**config.mk**
```make
export PLATFORM = sky130hd
export DESIGN_NAME = fp32_to_fp16_cvt
export DESIGN_NICKNAME = d
export VERILOG_FILES = /design/src/rtl/fp_cvt_pkg.sv /design/src/rtl/fp_cvt_ctrl.sv /design/src/rtl/fp_cvt_dp.sv /design/src/rtl/fp32_to_fp16_cvt.sv
export SDC_FILE = /design/constraint.sdc
export NUM_CORES = 1
export LEC_CHECK = 0
export BUFFER_PORTS_ARGS = -buffer_cell sky130_fd_sc_hd__buf_2
export CAP_MARGIN = 5
export CORE_ASPECT_RATIO = 1.4
export CORE_UTILIZATION = 25
export CTS_CLUSTER_DIAMETER = 30
export DETAILED_ROUTE_END_ITERATION = 8
export SLEW_MARGIN = 20
export SYNTH_ARGS = -nofsm -noshare
export SYNTH_HDL_FRONTEND = slang
export SYNTH_SLANG_ARGS = --single-unit
```
**constraint.sdc**
```tcl
create_clock -name clk -period 0.8 [get_ports clk]
set_input_delay 0.16 -clock clk [delete_from_list [all_inputs] [get_ports clk]]
set_output_delay 0.16 -clock clk [all_outputs]
set_load 0.005 [all_outputs]
```
**src/rtl/fp_cvt_pkg.sv**
```systemverilog
package fp_cvt_pkg;
  localparam int SRC_W          = 32;
  localparam int SRC_EXP_W      = 8;
  localparam int SRC_MAN_W      = 23;
  localparam int SRC_BIAS       = 127;
  localparam int DST_W          = 16;
  localparam int DST_EXP_W      = 5;
  localparam int DST_MAN_W      = 10;
  localparam int DST_BIAS       = 15;
  localparam int BIAS_DIFF      = SRC_BIAS - DST_BIAS;
  localparam int MAN_DROP       = SRC_MAN_W - DST_MAN_W;
  localparam int SIG_W          = SRC_MAN_W + 1;
  localparam int SHIFT_CAP      = SIG_W + 2;
  localparam int SUB_EXT_W      = SHIFT_CAP + DST_MAN_W;
  localparam int SUB_SHIFT_BASE = SRC_BIAS + SRC_MAN_W - (DST_BIAS - 1 + DST_MAN_W);
  localparam int DST_EXP_TOP    = (1 << DST_EXP_W) - 1;

  localparam int FLAG_W        = 5;
  localparam int FLG_INVALID   = 0;
  localparam int FLG_DENORM    = 1;
  localparam int FLG_OVERFLOW  = 2;
  localparam int FLG_UNDERFLOW = 3;
  localparam int FLG_INEXACT   = 4;

  typedef enum logic [1:0] {
    RM_NEAREST = 2'b00,
    RM_DOWN    = 2'b01,
    RM_UP      = 2'b10,
    RM_ZERO    = 2'b11
  } rndMode_e;

  typedef struct packed {
    logic selSub;
    logic bigExp;
    logic ovfToMax;
    logic forceNan;
    logic forceInf;
    logic forceZero;
  } cvtStrobe_t;
endpackage

```
**src/rtl/fp_cvt_ctrl.sv**
```systemverilog
module fp_cvt_ctrl
  import fp_cvt_pkg::*;
(
  input  logic [SRC_W-1:0]  srcBits,
  input  logic [1:0]        roundMode,
  input  logic              dazEn,
  input  logic              lsbBit,
  input  logic              guardBit,
  input  logic              stickyBit,
  input  logic              ovfHit,
  output cvtStrobe_t        strobe,
  output logic              roundUp,
  output logic [FLAG_W-1:0] flags
);
  logic                 sgn;
  logic [SRC_EXP_W-1:0] srcExp;
  logic [SRC_MAN_W-1:0] srcMan;
  rndMode_e             mode;
  logic expAllOnes, expZero, manZero;
  logic isNan, isInf, isZero, isSubIn, zeroed, finite, lostBits;

  assign {sgn, srcExp, srcMan} = srcBits;
  assign mode       = rndMode_e'(roundMode);
  assign expAllOnes = &srcExp;
  assign expZero    = (srcExp == '0);
  assign manZero    = (srcMan == '0);
  assign isNan      = expAllOnes & ~manZero;
  assign isInf      = expAllOnes & manZero;
  assign isZero     = expZero & manZero;
  assign isSubIn    = expZero & ~manZero;
  assign zeroed     = isZero | (isSubIn & dazEn);
  assign finite     = ~expAllOnes & ~zeroed;
  assign lostBits   = guardBit | stickyBit;

  // static decode, depends on the operand and controls only
  always_comb begin
    strobe.forceNan  = isNan;
    strobe.forceInf  = isInf;
    strobe.forceZero = zeroed;
    strobe.selSub    = finite & (srcExp <= SRC_EXP_W'(BIAS_DIFF));
    strobe.bigExp    = finite & (srcExp >= SRC_EXP_W'(BIAS_DIFF + DST_EXP_TOP));
    case (mode)
      RM_NEAREST: strobe.ovfToMax = 1'b0;
      RM_DOWN:    strobe.ovfToMax = ~sgn;
      RM_UP:      strobe.ovfToMax = sgn;
      default:    strobe.ovfToMax = 1'b1;
    endcase
  end

  // increment decision from the datapath's discarded bits
  always_comb begin
    case (mode)
      RM_NEAREST: roundUp = guardBit & (stickyBit | lsbBit);
      RM_DOWN:    roundUp = sgn & lostBits;
      RM_UP:      roundUp = ~sgn & lostBits;
      default:    roundUp = 1'b0;
    endcase
  end

  always_comb begin
    flags                = '0;
    flags[FLG_INVALID]   = isNan & ~srcMan[SRC_MAN_W-1];
    flags[FLG_DENORM]    = isSubIn & ~dazEn;
    flags[FLG_OVERFLOW]  = finite & ovfHit;
    flags[FLG_UNDERFLOW] = finite & strobe.selSub & lostBits;
    flags[FLG_INEXACT]   = finite & (lostBits | ovfHit);
  end
endmodule

```
**src/rtl/fp_cvt_dp.sv**
```systemverilog
module fp_cvt_dp
  import fp_cvt_pkg::*;
(
  input  logic [SRC_W-1:0] srcBits,
  input  cvtStrobe_t       strobe,
  input  logic             roundUp,
  output logic             lsbBit,
  output logic             guardBit,
  output logic             stickyBit,
  output logic             ovfHit,
  output logic [DST_W-1:0] resBits
);
  logic                 sgn;
  logic [SRC_EXP_W-1:0] srcExp;
  logic [SRC_MAN_W-1:0] srcMan;
  logic [SIG_W-1:0]     sig;
  logic [SRC_EXP_W-1:0] effExp, shRaw, shAmt;
  logic [SUB_EXT_W-1:0] subExt;
  logic [DST_EXP_W-1:0] expPre;
  logic [DST_MAN_W-1:0] mantPre;
  logic [DST_W-2:0]     roundSum;

  assign {sgn, srcExp, srcMan} = srcBits;
  assign sig = {srcExp != '0, srcMan};

  // right shift that lands a tiny value on the binary16 subnormal grid
  always_comb begin
    effExp = (srcExp == '0) ? SRC_EXP_W'(1) : srcExp;
    shRaw  = SRC_EXP_W'(SUB_SHIFT_BASE) - effExp;
    shAmt  = (shRaw > SRC_EXP_W'(SHIFT_CAP)) ? SRC_EXP_W'(SHIFT_CAP) : shRaw;
  end
  assign subExt = SUB_EXT_W'({sig, {SHIFT_CAP{1'b0}}} >> shAmt);

  always_comb begin
    if (strobe.selSub) begin
      expPre    = '0;
      mantPre   = subExt[SUB_EXT_W-1:SHIFT_CAP];
      guardBit  = subExt[SHIFT_CAP-1];
      stickyBit = |subExt[SHIFT_CAP-2:0];
    end else begin
      expPre    = DST_EXP_W'(srcExp - SRC_EXP_W'(BIAS_DIFF));
      mantPre   = srcMan[SRC_MAN_W-1:MAN_DROP];
      guardBit  = srcMan[MAN_DROP-1];
      stickyBit = |srcMan[MAN_DROP-2:0];
    end
  end
  assign lsbBit = mantPre[0];

  // one adder: a fraction carry walks into the exponent field
  assign roundSum = {expPre, mantPre} + (DST_W-1)'(roundUp);
  assign ovfHit   = strobe.bigExp |
                    (roundSum[DST_W-2:DST_MAN_W] == DST_EXP_W'(DST_EXP_TOP));

  always_comb begin
    if (strobe.forceNan)
      resBits = {sgn, {DST_EXP_W{1'b1}}, 1'b1, srcMan[SRC_MAN_W-2 -: DST_MAN_W-1]};
    else if (strobe.forceInf)
      resBits = {sgn, {DST_EXP_W{1'b1}}, {DST_MAN_W{1'b0}}};
    else if (strobe.forceZero)
      resBits = {sgn, {(DST_W-1){1'b0}}};
    else if (ovfHit && strobe.ovfToMax)
      resBits = {sgn, DST_EXP_W'(DST_EXP_TOP - 1), {DST_MAN_W{1'b1}}};
    else if (ovfHit)
      resBits = {sgn, {DST_EXP_W{1'b1}}, {DST_MAN_W{1'b0}}};
    else
      resBits = {sgn, roundSum};
  end
endmodule

```
**src/rtl/fp32_to_fp16_cvt.sv**
```systemverilog
module fp32_to_fp16_cvt
  import fp_cvt_pkg::*;
#(
  parameter bit OUT_REG = 1'b1
) (
  input  logic              clk,
  input  logic              rstN,
  input  logic              inValid,
  input  logic [SRC_W-1:0]  inData,
  input  logic [1:0]        roundMode,
  input  logic              dazEn,
  output logic              outValid,
  output logic [DST_W-1:0]  outData,
  output logic [FLAG_W-1:0] outFlags
);
  cvtStrobe_t        strobe;
  logic              roundUp, lsbBit, guardBit, stickyBit, ovfHit;
  logic [DST_W-1:0]  resBits;
  logic [FLAG_W-1:0] flags;

  fp_cvt_ctrl u_ctrl (
    .srcBits   (inData),
    .roundMode (roundMode),
    .dazEn     (dazEn),
    .lsbBit    (lsbBit),
    .guardBit  (guardBit),
    .stickyBit (stickyBit),
    .ovfHit    (ovfHit),
    .strobe    (strobe),
    .roundUp   (roundUp),
    .flags     (flags)
  );

  fp_cvt_dp u_dp (
    .srcBits   (inData),
    .strobe    (strobe),
    .roundUp   (roundUp),
    .lsbBit    (lsbBit),
    .guardBit  (guardBit),
    .stickyBit (stickyBit),
    .ovfHit    (ovfHit),
    .resBits   (resBits)
  );

  generate
    if (OUT_REG) begin : g_reg
      always_ff @(posedge clk or negedge rstN) begin
        if (!rstN) begin
          outValid <= 1'b0;
          outData  <= '0;
          outFlags <= '0;
        end else begin
          outValid <= inValid;
          outData  <= resBits;
          outFlags <= flags;
        end
      end

      AST_VALID_RISE: assert property (@(posedge clk) disable iff (!rstN)
        inValid |=> outValid);
      AST_VALID_IDLE: assert property (@(posedge clk) disable iff (!rstN)
        !inValid |=> !outValid);
      AST_OVF_INEXACT: assert property (@(posedge clk) disable iff (!rstN)
        (outValid && outFlags[FLG_OVERFLOW]) |-> outFlags[FLG_INEXACT]);
      AST_UNF_INEXACT: assert property (@(posedge clk) disable iff (!rstN)
        (outValid && outFlags[FLG_UNDERFLOW]) |-> outFlags[FLG_INEXACT]);
      AST_DAZ_SILENT: assert property (@(posedge clk) disable iff (!rstN)
        (inValid && dazEn) |=> !outFlags[FLG_DENORM]);
      AST_NAN_QUIET: assert property (@(posedge clk) disable iff (!rstN)
        (outValid && (&outData[DST_W-2:DST_MAN_W]) && (outData[DST_MAN_W-1:0] != '0))
          |-> outData[DST_MAN_W-1]);
      AST_INF_CLEAN: assert property (@(posedge clk) disable iff (!rstN)
        (inValid && (&inData[SRC_W-2:SRC_MAN_W]) && (inData[SRC_MAN_W-1:0] == '0))
          |=> (outData == {$past(inData[SRC_W-1]), {DST_EXP_W{1'b1}}, {DST_MAN_W{1'b0}}}
               && outFlags == '0));
    end else begin : g_comb
      assign outValid = inValid;
      assign outData  = resBits;
      assign outFlags = flags;
    end
  endgenerate
endmodule

```
# ---- Word-level counts from Yosys, hierarchy flattened
# Cells that the tools add are included.
dict set report classes {
  n_mux 13
  reduce_logical 8
  shifts 1
  bitwise 28
  add_sub_neg 3
  n_lt_le_gt_ge 3
  n_eq_ne 3
}
# cell count
set ops {}
lappend ops {{$mux 15} 5}
lappend ops {{$shr 50x8->36} 1}
lappend ops {{$reduce_or 25->1} 1}
lappend ops {{$logic_not 23->1} 1}
lappend ops {{$and 1x1->1} 17}
lappend ops {{$mux 8} 2}
lappend ops {{$add 15x1->15} 1}
lappend ops {{$reduce_or 12->1} 1}
lappend ops {{$mux 10} 1}
lappend ops {{$ge 8x8->1 const B} 1}
lappend ops {{$gt 8x5->1 const B} 1}
lappend ops {{$le 8x7->1 const B} 1}
lappend ops {{$logic_not 8->1} 1}
lappend ops {{$reduce_and 8->1} 1}
lappend ops {{$reduce_bool 8->1} 1}
lappend ops {{$sub 7x8->8 const A} 1}
lappend ops {{$not 1->1} 6}
lappend ops {{$pmux 1 s3} 2}
lappend ops {{$eq 5x5->1 const B} 1}
lappend ops {{$mux 5} 1}
lappend ops {{$or 1x1->1} 5}
lappend ops {{$sub 5x5->5 const B} 1}
lappend ops {{$eq 2x1->1 const B} 1}
lappend ops {{$eq 2x2->1 const B} 1}
lappend ops {{other kinds (3)} 4}
dict set report word_totals {
  reg_bits 22
  out_inout_bits 22
}

# ---- Depth between registers and ports, before layout
# Gate-level depths: netlist of the first run.
dict set report depth {
  depth_word 20
  mapped_depth 29
}

# ---- Modules after synthesis
# A second synthesis of the first run with hierarchy kept.
dict set report unflattened {
  hier_cells 554
  hier_area_um2 3923.8
}
# mod seq_area_each_um2 area_per_inst_um2 cells_each instances
set modules_own_cells {}
lappend modules_own_cells {fp_cvt_dp 0.0 3060.4 481 1}
lappend modules_own_cells {fp32_to_fp16_cvt 550.5 550.5 22 1}
lappend modules_own_cells {fp_cvt_ctrl 0.0 312.8 51 1}

# ---- Worst setup path after synthesis of the first run
# Ideal clock, no wire load.
dict set report synth_path {
  kind {input-to-reg}
  from {in inData[26]}
  to {reg outData[10]}
  setup_ps 123
  required_ps 677
  n_path_buf 6
  stages 29
  t_arrival_ps 6046
  slack_ps -5369
  cell_sequence {nor4_4 > a21o_1 > buf_4 > inv_2 > buf_1 > buf_1 > ha_1 > clkbuf_1 > nor2_1 > o211a_1 > clkbuf_1 > nor3_2 > clkbuf_1 > a2bb2oi_1 > a32oi_1 > o211ai_1 > a2111o_1 > a221oi_1 > nor2_1 > o22ai_1 > a21oi_1 > ha_1 > ha_1 > a21boi_0 > nand4_1 > xnor2_1 > a211oi_4 > a21boi_2 > o221a_1}
}
dict set report synth_between {
  elab_chain_cells 19
  elab_cells_between_ends 42
  cone_classes {add/sub (3); order compare (3); eq/ne (1); shift (1); mux (12); bitwise (17); reduce/logical (5)}
}
# element line_no
set synth_lines {}
lappend synth_lines {{from (decl)} fp32_to_fp16_cvt.sv:9} ;# input logic [SRC_W-1:0] inData,
lappend synth_lines {{$logic_not 8->1} {fp_cvt_ctrl.sv:25, fp_cvt_dp.sv:28}}
lappend synth_lines {{$mux 8 or $and 1x1->1 (tied branches)} {fp_cvt_dp.sv:28, fp_cvt_ctrl.sv:30}}
lappend synth_lines {{$sub 7x8->8 or $and 1x1->1 (tied branches)} {fp_cvt_dp.sv:29, fp_cvt_ctrl.sv:31}}
lappend synth_lines {{$gt 8x5->1 or $or 1x1->1 (tied branches)} {fp_cvt_dp.sv:30, fp_cvt_ctrl.sv:31}}
lappend synth_lines {{$mux 8 or $not 1->1 (tied branches)} {fp_cvt_dp.sv:30, fp_cvt_ctrl.sv:32}}
lappend synth_lines {{$shr 50x8->36 or $and 1x1->1 (tied branches)} {fp_cvt_dp.sv:32, fp_cvt_ctrl.sv:32}}
lappend synth_lines {{$reduce_or 25->1 or $and 1x1->1 (tied branches)} {fp_cvt_dp.sv:39, fp_cvt_ctrl.sv:40}}
lappend synth_lines {{$mux 1 or $mux 10 (tied branches)} fp_cvt_dp.sv:35} ;# if (strobe.selSub) begin
lappend synth_lines {{[... 4 more ...]} -}
lappend synth_lines {{$eq 5x5->1} fp_cvt_dp.sv:52} ;# (roundSum[DST_W-2:DST_MAN_W] == DST_EXP_W'(DST_EXP_TOP));
lappend synth_lines {{$or 1x1->1} fp_cvt_dp.sv:51} ;# assign ovfHit = strobe.bigExp |
lappend synth_lines {{$mux 15 or $logic_and 1x1->1 (tied branches)} {fp_cvt_dp.sv:63, fp_cvt_dp.sv:61}}
lappend synth_lines {{$mux 15} fp_cvt_dp.sv:61} ;# else if (ovfHit && strobe.ovfToMax)
lappend synth_lines {{$mux 15} fp_cvt_dp.sv:59} ;# else if (strobe.forceZero)
lappend synth_lines {{$mux 15} fp_cvt_dp.sv:57} ;# else if (strobe.forceInf)
lappend synth_lines {{$mux 15 *} fp_cvt_dp.sv:55} ;# if (strobe.forceNan)
lappend synth_lines {{via resBits[10]} fp32_to_fp16_cvt.sv:18} ;# logic [DST_W-1:0] resBits;
lappend synth_lines {{to (signal assigned)} fp32_to_fp16_cvt.sv:54} ;# outData <= resBits;
lappend synth_lines {{to (decl)} fp32_to_fp16_cvt.sv:13} ;# output logic [DST_W-1:0] outData,
# The timed path passes the listed nets; every way through them passes the cells marked *.

# ---- Worst setup path in the final report of the first run
dict set report layout_path {
  from {in inData[24]}
  to {reg outData[10]}
}
# The elaborated chain is that of the path after synthesis.

==> metrics.log, run 1 <==
[metrics] most used cell, CP: o211ai_1
[metrics] final layout net count: 791
[metrics] category of the worst setup path launch point: input port
[metrics] signed area change from the synthesized netlist to the final layout: 64.5%
[metrics] largest net degree at the start of global routing: 36
[metrics] Slew Viols, Final: 0
[metrics] data arrival time of the critical path: between 5000 and 6000 ps
[metrics] delay contributed by the slowest stage of the critical path: roughly 380 ps
[metrics] syn avg cell area: 7.06 um2
[metrics] Starting DRT DRC Count: between 300 and 400
[metrics] launch point of the critical path: inData[24]
[metrics] transition time at the pin with the least slew margin: between 600 and 700 ps
[metrics] final hold viol count: 0
[metrics] Worst path slowest cell: or3_4
[metrics] post-route fraction of the period consumed by the critical path: 613%
[metrics] time the worst path needs with I/O delays and setup: 4900 ps
[metrics] most frequently used cell type in the post-synthesis netlist: nand2_1
[metrics] Root Buffer Master: clkbuf_16
[metrics] flip-flop and latch count after synthesis: 22
[metrics] Worst VDD drop: approximately 0.00097 V
[metrics] initial core utilization: between 20% and 30%
[metrics] biggest area contributors in the synthesized netlist: dfrtp_1 15%, a21oi_1 5.7%, nand2_1 5.2%, a211oi_1 4.3%, nand3_1 4.0%
[metrics] clock tree from TritonCTS: built
[metrics] total wirelength of the detailed-routed design: roughly 17,000 um
[metrics] GR Util All Layers: 22.7%
[metrics] largest fanout on the critical path: 7
[metrics] CTS clk-pin slew, worst paths: 50 ps
[metrics] number of antenna violations at the first check in global routing: 0
[metrics] IO buf count: ~60
[metrics] CP top delay family: compound AO/OA/AOI/OAI gates
[metrics] post-route DRC violation count: 0
[metrics] IO Pins: 60
[metrics] Max Freq: 0.204 GHz
[metrics] H-tree levels: 1
[metrics] Vert. Die Dim: between 100 and 150 um
[metrics] setup slack at placement: -4520 ps
[metrics] critical path class: input port to register
[metrics] HPWL reported at the end of detailed placement: around 14,000 um
[metrics] share of cells above drive strength 1: between 40% and 50%
[metrics] fraction of registers with async set/reset: 100%
[metrics] area of the mapped netlist: approximately 3700 um2
[metrics] Unique masters post-synth: slightly below 80
[metrics] result of the run: finished with violations
[metrics] WL per Instance: 18.7 um
[metrics] antenna cells: 0
[metrics] worst hold path type: input port to register
[metrics] Critical Path Sink: outData[10]
[metrics] filler instances: ~1,500
[metrics] TritonCTS Sinks: 22
[metrics] cells along the critical path: buf_2 > nor3_1 > a21o_1 > inv_6 > ha_4 > nor2_4 > o211ai_1 > buf_4 > nand4_1 > a21boi_2 > mux2_4 > o211ai_1 > and4b_1 > o21ai_2 > a221o_1 > o211ai_1 > a21oi_2 > ha_2 > a21boi_2 > nand4_2 > or3_4 > a211oi_4 > a21boi_4 > o221a_1
[metrics] Worst Path Required: 940 ps
[metrics] Critical Path Sink Type: register
[metrics] Synth top cells by count: 51 x nand2_1, 42 x a21oi_1, 34 x clkbuf_1
[metrics] drt via density: roughly 5.6
[metrics] number of maximum-capacitance violations: 0
[metrics] Lkg Pwr: between 2 and 3 nW
[metrics] Top FF cell, synth: dfrtp_1
[metrics] unrepaired setup endpoints after global routing: yes
[metrics] clock tree buffer depth: 2
[metrics] count of yosys warnings during synthesis: 0
[metrics] headroom to the max-slew limit: between 50 and 60%
[metrics] die span in x: 104 um
[metrics] clock buffers created by TritonCTS: 3
[metrics] Net Count, Synth: around 560
[metrics] Congestion Overflow GR: 0
[metrics] via count of the routed design: 5,258
[metrics] placeable core area: 14,400 um2
[metrics] wire length of the first global-routing pass: between 20,000 and 30,000 um
[metrics] post-synthesis cell type with the largest combined area: dfrtp_1
[metrics] final total power: 5.05 mW
[metrics] Cell Pwr Density: 838 nW/um2
[metrics] violations in the final reports: negative setup slack
[metrics] number of nets with antenna violations after routing: 0
[metrics] 1st-pass router iterations: 5
[metrics] final setup fails: 42
[metrics] number of cells on the critical path: 24
[metrics] final worst setup slack: -4100 ps
[metrics] number of rows in the core area: 52
[metrics] overall die area: approximately 15,000 um2
[metrics] instance count of the mapped netlist: slightly above 500
[metrics] Final GP Congestion: ~0.97
[metrics] area share of the largest cell type after synthesis: around 15%
[metrics] number of global-route vias before repair: about 5,200
[metrics] portion of the post-synthesis area used by sequential elements: about 15%
[metrics] Critical path buffers and inverters: 3
[metrics] number of synthesized flops with an enable pin: 0
[metrics] worst slack on hold paths: about 11 ps
[metal layers]
metal,vias to the layer above,global-route usage (%),wire [um]
met5,-,0,0
met1,2463,25.6,6620
met3,79,1.71,966
met2,231,41.2,8800
met4,0,13.1,1090
li1,2485,-,-
[cell usage in the layout, fill, tap and decap left out, drive strengths merged, types with 6 or more instances in the layout]
master and count:
nand3 29, a21o 6, and3 7, o211ai 17, inv 17, nor2 32, nor4 13, a21oi 42
and2 6, xnor2 10, dfrtp 22, a32oi 7, a211oi 22, nor3 15, mux2i 11, a31oi 11
ha 6, buf 263, o31ai 7, nand4 13, o21ai 27, a22oi 6, nand2 51
[metrics by stage]
| step | cell area [um2] | utilization (%) | cells | setup TNS, ps |
|---|---|---|---|---|
| after floorplan | 3850 | - | 519 | -80770 |
| after global placement | 5610 | 39.0 | 918 | -78320 |
| after detailed placement | 5610 | 39.0 | 918 | -80150 |
| after CTS | 5880 | 40.9 | 928 | -71970 |
| after global routing | 6030 | 41.9 | 934 | -78240 |
| final | 6030 | 41.9 | 934 | -73490 |
[area by class of cell]
cell class,count,area (um2),area share [%]
Tap cell,189,236,3.92
Sequential cell,22,551,9.13
Multi-Input combinational cell,438,3170,52.6
Clock buffer,3,75.1,1.25
Inverter,17,68.8,1.14
Timing Repair Buffer,265,1930,32.0
[report_power, final]
part / internal, mW / switching [mW] / leakage [nW]
Sequential: 1.21 / 0.0205 / 0.262
Clock: 0.659 / 0.348 / 0.0370
Combinational: 1.33 / 1.49 / 2.28
[sequential cells by signal, indices dropped and copies added, names as in the netlist]
register and flops:
outData 16, outFlags 5, outValid 1
[how the worst min path moves through the flow]
| stage | end | cells past startpoint | from |
|---|---|---|---|
| 3_5_place_dp | outData[10] | 1 | rstN |
| 4_1_cts | outValid | 1 | inValid |
| 5_1_grt | outValid | 1 | inValid |
| 3_3_place_gp | outData[13] | 1 | rstN |
| 2_1_floorplan | outData[0] | 0 | rstN |
| 6_report | outValid | 1 | inValid |
[timing repair]
action	in CTS	in global routing
pin swaps	22	18
buffers inserted	6	6
hold endpoints to repair	22	0
resized for setup	35	24
endpoints found under the setup margin	42	64
hold buffers	1	0
gates cloned	0	0
[cell families (layout without fill, tap and decap cells)]
logic type                 count (synthesis)  count (layout)  share of synthesized area [%]
buffers and inverters                     59             285                           6.28
xor gates and xnor gates                  14              14                           3.35
and+or+nand+nor                          201             201                           29.4
adders and majority gates                  6               6                           2.05
AOI/OAI and AO/OA                        201             201                           39.1
muxes                                     16              16                           4.85
DFF                                       22              22                           15.0
Note: power is estimated with default switching activity, not from simulation.
==> run 2, diff against run 1 <==
--- a/config.mk
+++ b/config.mk
@@ -7,10 +7,14 @@
 export LEC_CHECK = 0
 export BUFFER_PORTS_ARGS = -buffer_cell sky130_fd_sc_hd__buf_2
 export CAP_MARGIN = 5
+export CELL_PAD_IN_SITES_DETAIL_PLACEMENT = 1
+export CELL_PAD_IN_SITES_GLOBAL_PLACEMENT = 1
 export CORE_ASPECT_RATIO = 1.4
 export CORE_UTILIZATION = 25
-export CTS_CLUSTER_DIAMETER = 30
+export CTS_CLUSTER_DIAMETER = 200
 export DETAILED_ROUTE_END_ITERATION = 8
+export MAX_ROUTING_LAYER = met4
+export PLACE_DENSITY_LB_ADDON = 0.1
 export SLEW_MARGIN = 20
 export SYNTH_ARGS = -nofsm -noshare
 export SYNTH_HDL_FRONTEND = slang
==> metrics.log, run 2 (synthesized netlist as in run 1, its figures left out) <==
[metrics] die span in x: 104 um (unchanged)
[metrics] Vert. Die Dim: 145 um (unchanged)
[metrics] Root Buffer Master: clkbuf_16 (unchanged)
[metrics] end-of-flow core utilization: 44.9% (was 41.9%)
[metrics] overall die area: 15,200 um2 (unchanged)
[metrics] Critical Path Sink: outData[7] (was outData[10])
[metrics] time the worst path needs with I/O delays and setup: 4990 ps (was 4900 ps)
[metrics] Starting DRT DRC Count: 192 (was 388)
[metrics] commonest cells after routing, fill and taps aside: 219 x buf_4, 53 x buf_2, 48 x nand2_1, 39 x a21oi_1, 28 x nor2_1 (was 196 x buf_4, 53 x buf_2, 48 x nand2_1, 39 x a21oi_1, 27 x nand3_1)
[metrics] CTS clk-pin slew, worst paths: 60 ps (was 50 ps)
[metrics] final setup fails: 42 (unchanged)
[metrics] final worst setup slack: -4190 ps (was -4100 ps)
[metrics] via count of the routed design: 5,553 (was 5,258)
[metrics] worst hold path type: input port to register (unchanged)
[metrics] transition time at the pin with the least slew margin: 613 ps (was 636 ps)
[metrics] Critical Path Sink Type: register (unchanged)
[metrics] Lkg Pwr: 2.80 nW (was 2.58 nW)
[metrics] drt via density: 5.73 (was 5.63)
[metrics] headroom to the max-slew limit: 58.8% (was 57.4%)
[metrics] Congestion Overflow GR: 0 (unchanged)
[metrics] max reg flops: 16 (unchanged)
[metrics] Cell Pwr Density: 861 nW/um2 (was 838 nW/um2)
[metrics] clock tree from TritonCTS: built (unchanged)
[metrics] filler instances: 1,808 (was 1,511)
[metrics] largest fanout on the critical path: 8 (was 7)
[metrics] final std cells w/o fill: 969 (was 934)
[metrics] Internal Dissipation: 3.44 mW (was 3.19 mW)
[metrics] post-route DRC violation count: 0 (unchanged)
[metrics] number of antenna violations at the first check in global routing: 0 (unchanged)
[metrics] critical path class: input port to register (unchanged)
[metrics] 1st-pass router iterations: 7 (was 5)
[metrics] WL per Instance: 23.2 um (was 18.7 um)
[metrics] Max Freq: 0.200 GHz (was 0.204 GHz)
[metrics] Slew Viols, Final: 0 (unchanged)
[metrics] initial core utilization: 25.5% (unchanged)
[metrics] number of maximum-capacitance violations: 0 (unchanged)
[metrics] IO Pins: 60 (unchanged)
[metrics] Worst VDD drop: 0.00109 V (was 0.000975 V)
[metrics] signed area change from the synthesized netlist to the final layout: 76.2% (was 64.5%)
[metrics] GR Util All Layers: 30.2% (was 22.7%)
[metrics] HPWL reported at the end of detailed placement: 18,100 um (was 14,000 um)
[metrics] result of the run: finished with violations (unchanged)
[metrics] share of cells above drive strength 1: 48.1% (was 44.8%)
[metrics] share of total power in sequential cells: 22.0% (was 24.3%)
[metrics] wire length of the first global-routing pass: 34,000 um (was 27,500 um)
[metrics] leading cell type in the layout, fill and taps excluded: buf_4 (unchanged)
[metrics] placeable core area: 14,400 um2 (unchanged)
[metrics] biggest regs: outData (16), outFlags (5), outValid (1) (unchanged)
[metrics] register bank with the most flops: outData (unchanged)
[metrics] data arrival time of the critical path: 5160 ps (was 5040 ps)
[metrics] category of the worst setup path launch point: input port (unchanged)
[metrics] switching power of the nets: 2.12 mW (was 1.86 mW)
[metrics] total wirelength of the detailed-routed design: 22,500 um (was 17,500 um)
[metrics] violations in the final reports: negative setup slack (unchanged)
[metrics] final hold viol count: 0 (unchanged)
[metrics] IO buf count: 59 (unchanged)
[metrics] unrepaired setup endpoints after global routing: yes (unchanged)
[metrics] relative contribution of combinational cells to total power: 57.1% (was 55.8%)
[metrics] Cell Count Post-Placement: 939 (was 918)
[metrics] fraction of power spent switching nets: 38.1% (was 36.8%)
[metrics] H-tree levels: 1 (unchanged)
[metrics] number of nets with antenna violations after routing: 0 (unchanged)
[metrics] Final GP Congestion: 0.901 (was 0.965)
[metrics] number of global-route vias before repair: 6,006 (was 5,200)
[metrics] clock tree buffer depth: 2 (unchanged)
[metrics] largest net degree at the start of global routing: 36 (unchanged)
[metrics] number of rows in the core area: 52 (unchanged)
[metrics] Worst Path Required: 970 ps (was 940 ps)
[metrics] antenna cells: 0 (unchanged)
[metrics] TritonCTS Sinks: 22 (unchanged)
[metrics] final layout net count: 825 (was 791)
[metrics] clock buffers created by TritonCTS: 3 (unchanged)
[metrics] share of total power in the clock network: 20.8% (was 19.9%)
[metrics] post-route fraction of the period consumed by the critical path: 624% (was 613%)
[metrics] launch point of the critical path: inData[27] (was inData[24])
run 2: metal layers:
metal / GRT usage [%] / share of wire (%) / vias up
met5: - / 0 / -
met4: 19.9 / 7.3 / 0
met3: 2.07 / 2.9 / 85
met2: 56.9 / 54 / 190
met1: 29.2 / 36 / 2727
li1: - / - / 2551
run 2: cell type report:
cell class | count | area, um2 | area share, %
flip-flops and latches | 22 | 551 | 8.53
repair buffers | 299 | 2280 | 35.3
clock buffers | 4 | 88.8 | 1.38
multi-input cells | 438 | 3240 | 50.1
well taps | 189 | 236 | 3.66
inverters | 17 | 68.8 | 1.07
run 2: how the worst min path moves through the flow:
stage / startpoint / endpoint / slack [ps] / cells past startpoint
2_1_floorplan: rstN / outData[0] / -140 / 0
3_3_place_gp: rstN / outFlags[1] / 100 / 2
3_5_place_dp: rstN / outData[14] / 110 / 2
4_1_cts: inValid / outValid / 2 / 1
5_1_grt: inValid / outValid / 6 / 1
6_report: inValid / outValid / 10 / 1
run 2: worst max-delay path, stage by stage:
cell and delay, ps:
buf_6 100, nor4_4 270, a21o_1 250, inv_6 40, ha_4 270, nor2_4 40
o211ai_1 230, buf_4 170, buf_12 130, nand4_1 130, a21boi_2 210, mux2_4 270
o211ai_1 250, and4b_1 230, o21ai_1 140, a221o_1 210, o211ai_1 110, a21oi_2 130
ha_2 220, ha_4 150, a21boi_4 190, nand4_1 170, xnor2_2 300, a211oi_4 60
buf_6 140, a211o_4 370, o211ai_1 190
run 2: power groups by stage:
stage	Combinational, mW	Sequential (mW)	Clock [mW]
after floorplan	1.24	1.26	0
after global placement	2.83	1.24	0
after detailed placement	2.86	1.25	0
after CTS	3.04	1.23	1.19
after global routing	3.36	1.23	1.24
final	3.17	1.22	1.16
run 2: repair_timing:
| action | CTS | global route |
|---|---|---|
| pin swaps | 43 | 25 |
| setup buffers | 19 | 7 |
| gates resized for setup | 50 | 33 |
| hold buffers | 1 | 0 |
| endpoints found under the setup margin | 42 | 42 |
| endpoints found under the hold margin | 22 | 0 |
run 2: stage by stage:
stage | worst slack, ps | power [mW] | TNS [ps] | area [um2] | hold slack (ps)
2_1_floorplan | -4630 | 2.51 | -80770 | 3850 | -136
3_3_place_gp | -4560 | 4.07 | -81900 | 5810 | 101
3_5_place_dp | -4640 | 4.11 | -83230 | 5810 | 112
4_1_cts | -4050 | 5.45 | -74060 | 6270 | 2.44
5_1_grt | -4390 | 5.83 | -80310 | 6460 | 5.56
6_report | -4190 | 5.56 | -75930 | 6460 | 9.69
